### src/rtl/wrap_mask_gen.sv
module wrap_mask_gen #(
  parameter int POS_W   = 6,
  parameter bit REG_OUT = 1'b1
) (
  input  logic                    clk,
  input  logic                    rst_n,
  input  logic                    in_valid,
  input  logic [POS_W-1:0]        first_pos,
  input  logic [POS_W-1:0]        last_pos,
  output logic [(1<<POS_W)-1:0]   mask_out,
  output logic                    out_valid
);
  localparam int W = 1 << POS_W;

  logic [W-1:0]   all_ones;
  logic [POS_W:0] stop_next;
  logic [W-1:0]   from_first;
  logic [W-1:0]   upto_last;
  logic           wraps;
  logic [W-1:0]   mask_c;

  assign all_ones   = '1;
  assign stop_next  = {1'b0, last_pos} + 1'b1;
  assign from_first = all_ones >> first_pos;
  assign upto_last  = ~(all_ones >> stop_next);
  assign wraps      = first_pos > last_pos;
  assign mask_c     = wraps ? (from_first | upto_last) : (from_first & upto_last);

  generate
    if (REG_OUT) begin : g_reg
      always_ff @(posedge clk or negedge rst_n) begin
        if (!rst_n) begin
          mask_out  <= '0;
          out_valid <= 1'b0;
        end else begin
          out_valid <= in_valid;
          if (in_valid) mask_out <= mask_c;
        end
      end
    end else begin : g_comb
      assign mask_out  = mask_c;
      assign out_valid = in_valid & rst_n;
    end
  endgenerate
endmodule


### config.mk
export PLATFORM = sky130hd
export DESIGN_NAME = wrap_mask_gen
export DESIGN_NICKNAME = d
export VERILOG_FILES = /design/src/rtl/wrap_mask_gen.sv
export SDC_FILE = /design/constraint.sdc
export NUM_CORES = 1
export LEC_CHECK = 0
export ABC_AREA = 1
export CAP_MARGIN = 20
export CORE_MARGIN = 3
export CORE_UTILIZATION = 55
export CTS_BUF_LIST = sky130_fd_sc_hd__clkbuf_8
export CTS_CLUSTER_DIAMETER = 200
export CTS_CLUSTER_SIZE = 25
export DETAILED_ROUTE_END_ITERATION = 6
export GPL_TIMING_DRIVEN = 0
export PLACE_DENSITY_LB_ADDON = 0.25
export RECOVER_POWER = 50
export SYNTH_ARGS = -nofsm -noshare
export SYNTH_HDL_FRONTEND = slang
export SYNTH_SLANG_ARGS = --single-unit
### constraint.sdc
create_clock -name clk -period 1.2 [get_ports clk]
set_clock_uncertainty 0.1 [all_clocks]
set_input_delay 0.36 -clock clk [delete_from_list [all_inputs] [get_ports clk]]
set_output_delay 0.36 -clock clk [all_outputs]
set_load 0.05 [all_outputs]
# After elaboration in Yosys (flattened, before gate mapping)
# Cells that the tools add are included.
# totals
word_cells,10
reg_bits,65
input_bits,15
out_inout_bits,65
# op_classes
bitwise,3
shifts,2
addsub,1
n_mux,1
n_lt_le_gt_ge,1
# ops
cell,count
$and A64 B64 Y64,1
$mux W64,1
$not A64 Y64,1
$or A64 B64 Y64,1
$shr A64 B6 Y64 const A,1
$shr A64 B7 Y64 const A,1
$add A6 B1 Y7 const B,1
$gt A6 B6 Y1,1

# Logic depth before layout (Yosys ltp)
# depth
ltp_word,5
mapped_depth,12

# Worst setup path after synthesis
# Ideal clock, no wire load.
# synth_path
path_type,input to register
startpoint,input port last_pos[4]
endpoint,register mask_out[17]
cell_stages,11
setup_ps,118
t_arrival_ps,1784
t_required_ps,982
slack_ps,-802
cell_sequence,buf_2 clkinv_1 ha_1 nand2_1 nor2_1 nand3_1 nand2_1 buf_2 nand2_1 nand2_1 nand2_1
# synth_between
elab_chain_len,5
elab_cells_between_ends,7
# synth_lines
element,line_no,rtl
start: declaration,9,"input logic [POS_W-1:0] last_pos,"
$add A6 B1 Y7,23,"assign stop_next = {1'b0, last_pos} + 1'b1;"
$shr A64 B7 Y64,25,assign upto_last = ~(all_ones >> stop_next);
$not A64 Y64,25,
$and A64 B64 Y64 or $or A64 B64 Y64 (tied branches),27,assign mask_c = wraps ? (from_first | upto_last) : (from_first & upto_last);
$mux W64 *,27,
end signal: assignment,37,if (in_valid) mask_out <= mask_c;
end: declaration,10,"output logic [(1<<POS_W)-1:0] mask_out,"
# Every way passes the cells marked *; elsewhere a longest branch is shown, timed or not.
# A chain may end at the register's enable or synchronous reset.

# Worst setup path after layout
# layout_path
startpoint,input port last_pos[3]
endpoint,register mask_out[56]
# Same word-level chain as after synthesis.

==> impl_metrics.tcl <==
set metrics [dict create \
    initial_core_util 0.584 \
    setup_viol 129 \
    cp_max_fo 10 \
    max_stage_delay_ns 0.19 \
    rsz0062_at_grt "yes" \
    placed_cell_area_um2 5770 \
    seqCellArea_um2 1630 \
    synthTopCellsByArea "dfrtp_1, nand2_1, nor2_1" \
    ant_nets 0 \
    synth_area_um2 4650 \
    irDropWorstVdd_v 0.00102 \
    initialDrtViolationCount 1019 \
    path_common_cell "nand2_1" \
    layout.cells.non_filler 1039 \
    critPathRequiredTime_ns 1.34 \
    synth.distinct_cells 28 \
    cts_buffers 9 \
    routed_wirelength_um 20600 \
    gp_congestion 1.05 \
    routed_via_density 6.21 \
    grt_start_max_net_pins 34 \
    synth_fp_nets 808 \
    synth_edf_count 0 \
    grt_pass1_wl_um 29200 \
    path_cells "buf_4 -> buf_12 -> inv_12 -> ha_4 -> nand2_1 -> nand2_1 -> nand3_2 -> nand3_2 -> nand2_4 -> buf_12 -> buf_8 -> nand2_1 -> nand2_1 -> nand2_1" \
    drv_cap 0 \
    ys.flop_type "dfrtp_1" \
    multi_input_area_um2 2970 \
    grt_pass1_vias 5889 \
    dr_total_vias 6449 \
    place_hpwl_um 12300 \
    placedCellCount 966 \
    max_freq_mhz 565 \
    r2r_start "mask_out[63]$_DFFE_PN0P_" \
    critPathLaunchType "primary input" \
    areaGrowthSynthToFinish_pct 47.9 \
    clk_path_buf_depth 2 \
    ys_seq_elements 65 \
    synthCells 787 \
    cts_root_buf "clkbuf_8" \
    io_buffers 76 \
    antenna_found_initial 0 \
    hold_path_class "primary input to asynchronous set/reset pin" \
    overflow 0 \
    path_clk_slew_ns 0.08 \
    critPathArrivalTime_ns 1.91 \
    r2r_slack_ns 0.16 \
    status "complete, but fails checks" \
    final_util 0.863 \
    die_w_um 97.9 \
    synth.top_cell.area_share 0.350 \
    fin_crit_sh 1.47 \
    core.rowCount 32 \
    crit_family "simple AND/OR/NAND/NOR gates" \
    synth_area_per_cell_um2 5.91 \
    violations "design-rule violations, negative setup slack" \
    diodes 0 \
    async_flop_share 1.00 \
    crit_buf_inv 5 \
    synth.most_common_cell "nand2_1" \
    wl_per_cell_um 19.8 \
    fillCellCount 434 \
    cts_num_sinks 65 \
    slew_violations 0 \
    firstDrtPassIters 7 \
    ys_warn_count 0 \
    finalCriticalPeriod_ns 1.77 \
    critPathKind "primary input to flop" \
    core_um2 7970 \
    fin_area_um2 6880 \
    hold_viol_final 0 \
    fin_nets 954 \
    tightestPinTransition_ns 0.873 \
    htree_levels 3 \
    synth_top_cell_by_area "dfrtp_1" \
    die_area_um2 9590 \
    cpMaxStageDelayCell "ha_4" \
    total_power_mw 9.28 \
    place_ws_ns -1.62 \
    worstSetupEndpointType "flop" \
    die_y_um 97.9 \
    r2r_end "mask_out[63]$_DFFE_PN0P_" \
    yosysSeqAreaShare 0.350 \
    slew_headroom 0.418 \
    cts_tree "built" \
    drive_gt1_frac 0.299 \
    drc 58 \
    p_leak_nw 3.82 \
    clock_latency_ns 0.35 \
    boundaryPins 80 \
    r2r_cells 3 \
    yosys-top-cells-count "nand2_1, nor2_1, dfrtp_1" \
    layout_setup_ws_ns -0.569 \
    powerDensity_nw_per_um2 1350 \
    grt_usage 0.382 \
]
worst max-delay path by stage:
stage	from	end	depth (start not counted)
floorplan	last_pos[5]	mask_out[48]$_DFFE_PN0P_	11
global route	in_valid	mask_out[58]$_DFFE_PN0P_	5
finish	last_pos[3]	mask_out[56]$_DFFE_PN0P_	14
global placement	rst_n	mask_out[26]$_DFFE_PN0P_	1
detailed placement	last_pos[5]	mask_out[19]$_DFFE_PN0P_	12
CTS	last_pos[5]	mask_out[46]$_DFFE_PN0P_	13
flip-flops by register name, summed over array words and instances (netlist names):
name       flops
mask_out      64
out_valid      1
per-stage QoR:
stage	hold WS, ns	setup TNS [ns]
after floorplan	-0.0356	-29.43
after global placement	0.361	-262.25
after detailed placement	0.364	-124.23
after CTS	-0.00657	-31.70
after global routing	0.0704	-43.56
final	0.00175	-41.31
cell families (layout without fill, tap and decap cells):
| family | count (synthesis) | in the layout | share of synthesized area |
|---|---|---|---|
| simple gates | 550 | 550 | 0.469 |
| buf+inv | 94 | 244 | 0.0845 |
| compound gates | 72 | 72 | 0.0810 |
| flops | 65 | 65 | 0.350 |
| fa+ha+maj | 6 | 6 | 0.0161 |
power by group:
group / switching [mW] / internal (mW)
sequential: 0.260 / 2.52
clock: 0.922 / 1.05
combinational: 2.86 / 1.66
total: 4.05 / 5.23
repair_timing:
| action | 4_1_cts | 5_1_grt |
|---|---|---|
| endpoints found under the setup margin | 129 | 129 |
| setup buffers | 32 | 24 |
| pin swaps | 16 | 11 |
| gates resized for setup | 566 | 57 |
| hold endpoints to repair | 13 | 0 |
| cloned | 2 | 1 |
cell usage in the layout, fill, tap and decap left out, types with 3 or more instances in the layout:
cell type / synthesis / final
o21ai_0: 19 / 18
nor2_4: 2 / 5
inv_4: 0 / 3
or2_1: 5 / 5
a21oi_2: 0 / 3
nand3_2: 0 / 3
o21bai_1: 4 / 4
buf_4: 1 / 56
ha_4: 0 / 5
clkbuf_2: 1 / 8
buf_12: 0 / 7
nand2_1: 415 / 353
nor2_2: 3 / 5
clkbuf_8: 0 / 12
inv_2: 5 / 4
nor2_1: 71 / 66
buf_2: 16 / 7
nand3_1: 44 / 41
nand2_4: 0 / 11
o21ai_1: 2 / 3
nand2_2: 3 / 54
clkinv_2: 0 / 3
dfrtp_1: 65 / 65
or2_2: 3 / 3
buf_8: 0 / 4
a21oi_1: 43 / 39
inv_1: 50 / 46
buf_6: 2 / 73
clkbuf_1: 13 / 5
worst register-to-register path, cell delays in order, from the launching register on:
cell and delay, ns:
dfrtp_1 0.41, buf_4 0.14, nor2_1 0.22, a21oi_4 0.06
layer usage:
metal / GRT usage / wire length (um) / vias up
met1: 0.468 / 6900 / 2894
met4: 0.202 / 1720 / 0
met5: 0 / 0 / -
met3: 0.0993 / 2700 / 223
li1: - / - / 2715
met2: 0.617 / 9260 / 617
final cells by class:
cell class,count,area share
repair buffers,136,0.197
inverters,58,0.0395
plain buffers,35,0.0475
clock inverters,4,0.00637
clock buffers,11,0.0220
multi-input cells,628,0.432
well taps,102,0.0186
flip-flops and latches,65,0.236
(Power assumes the default switching activity.)
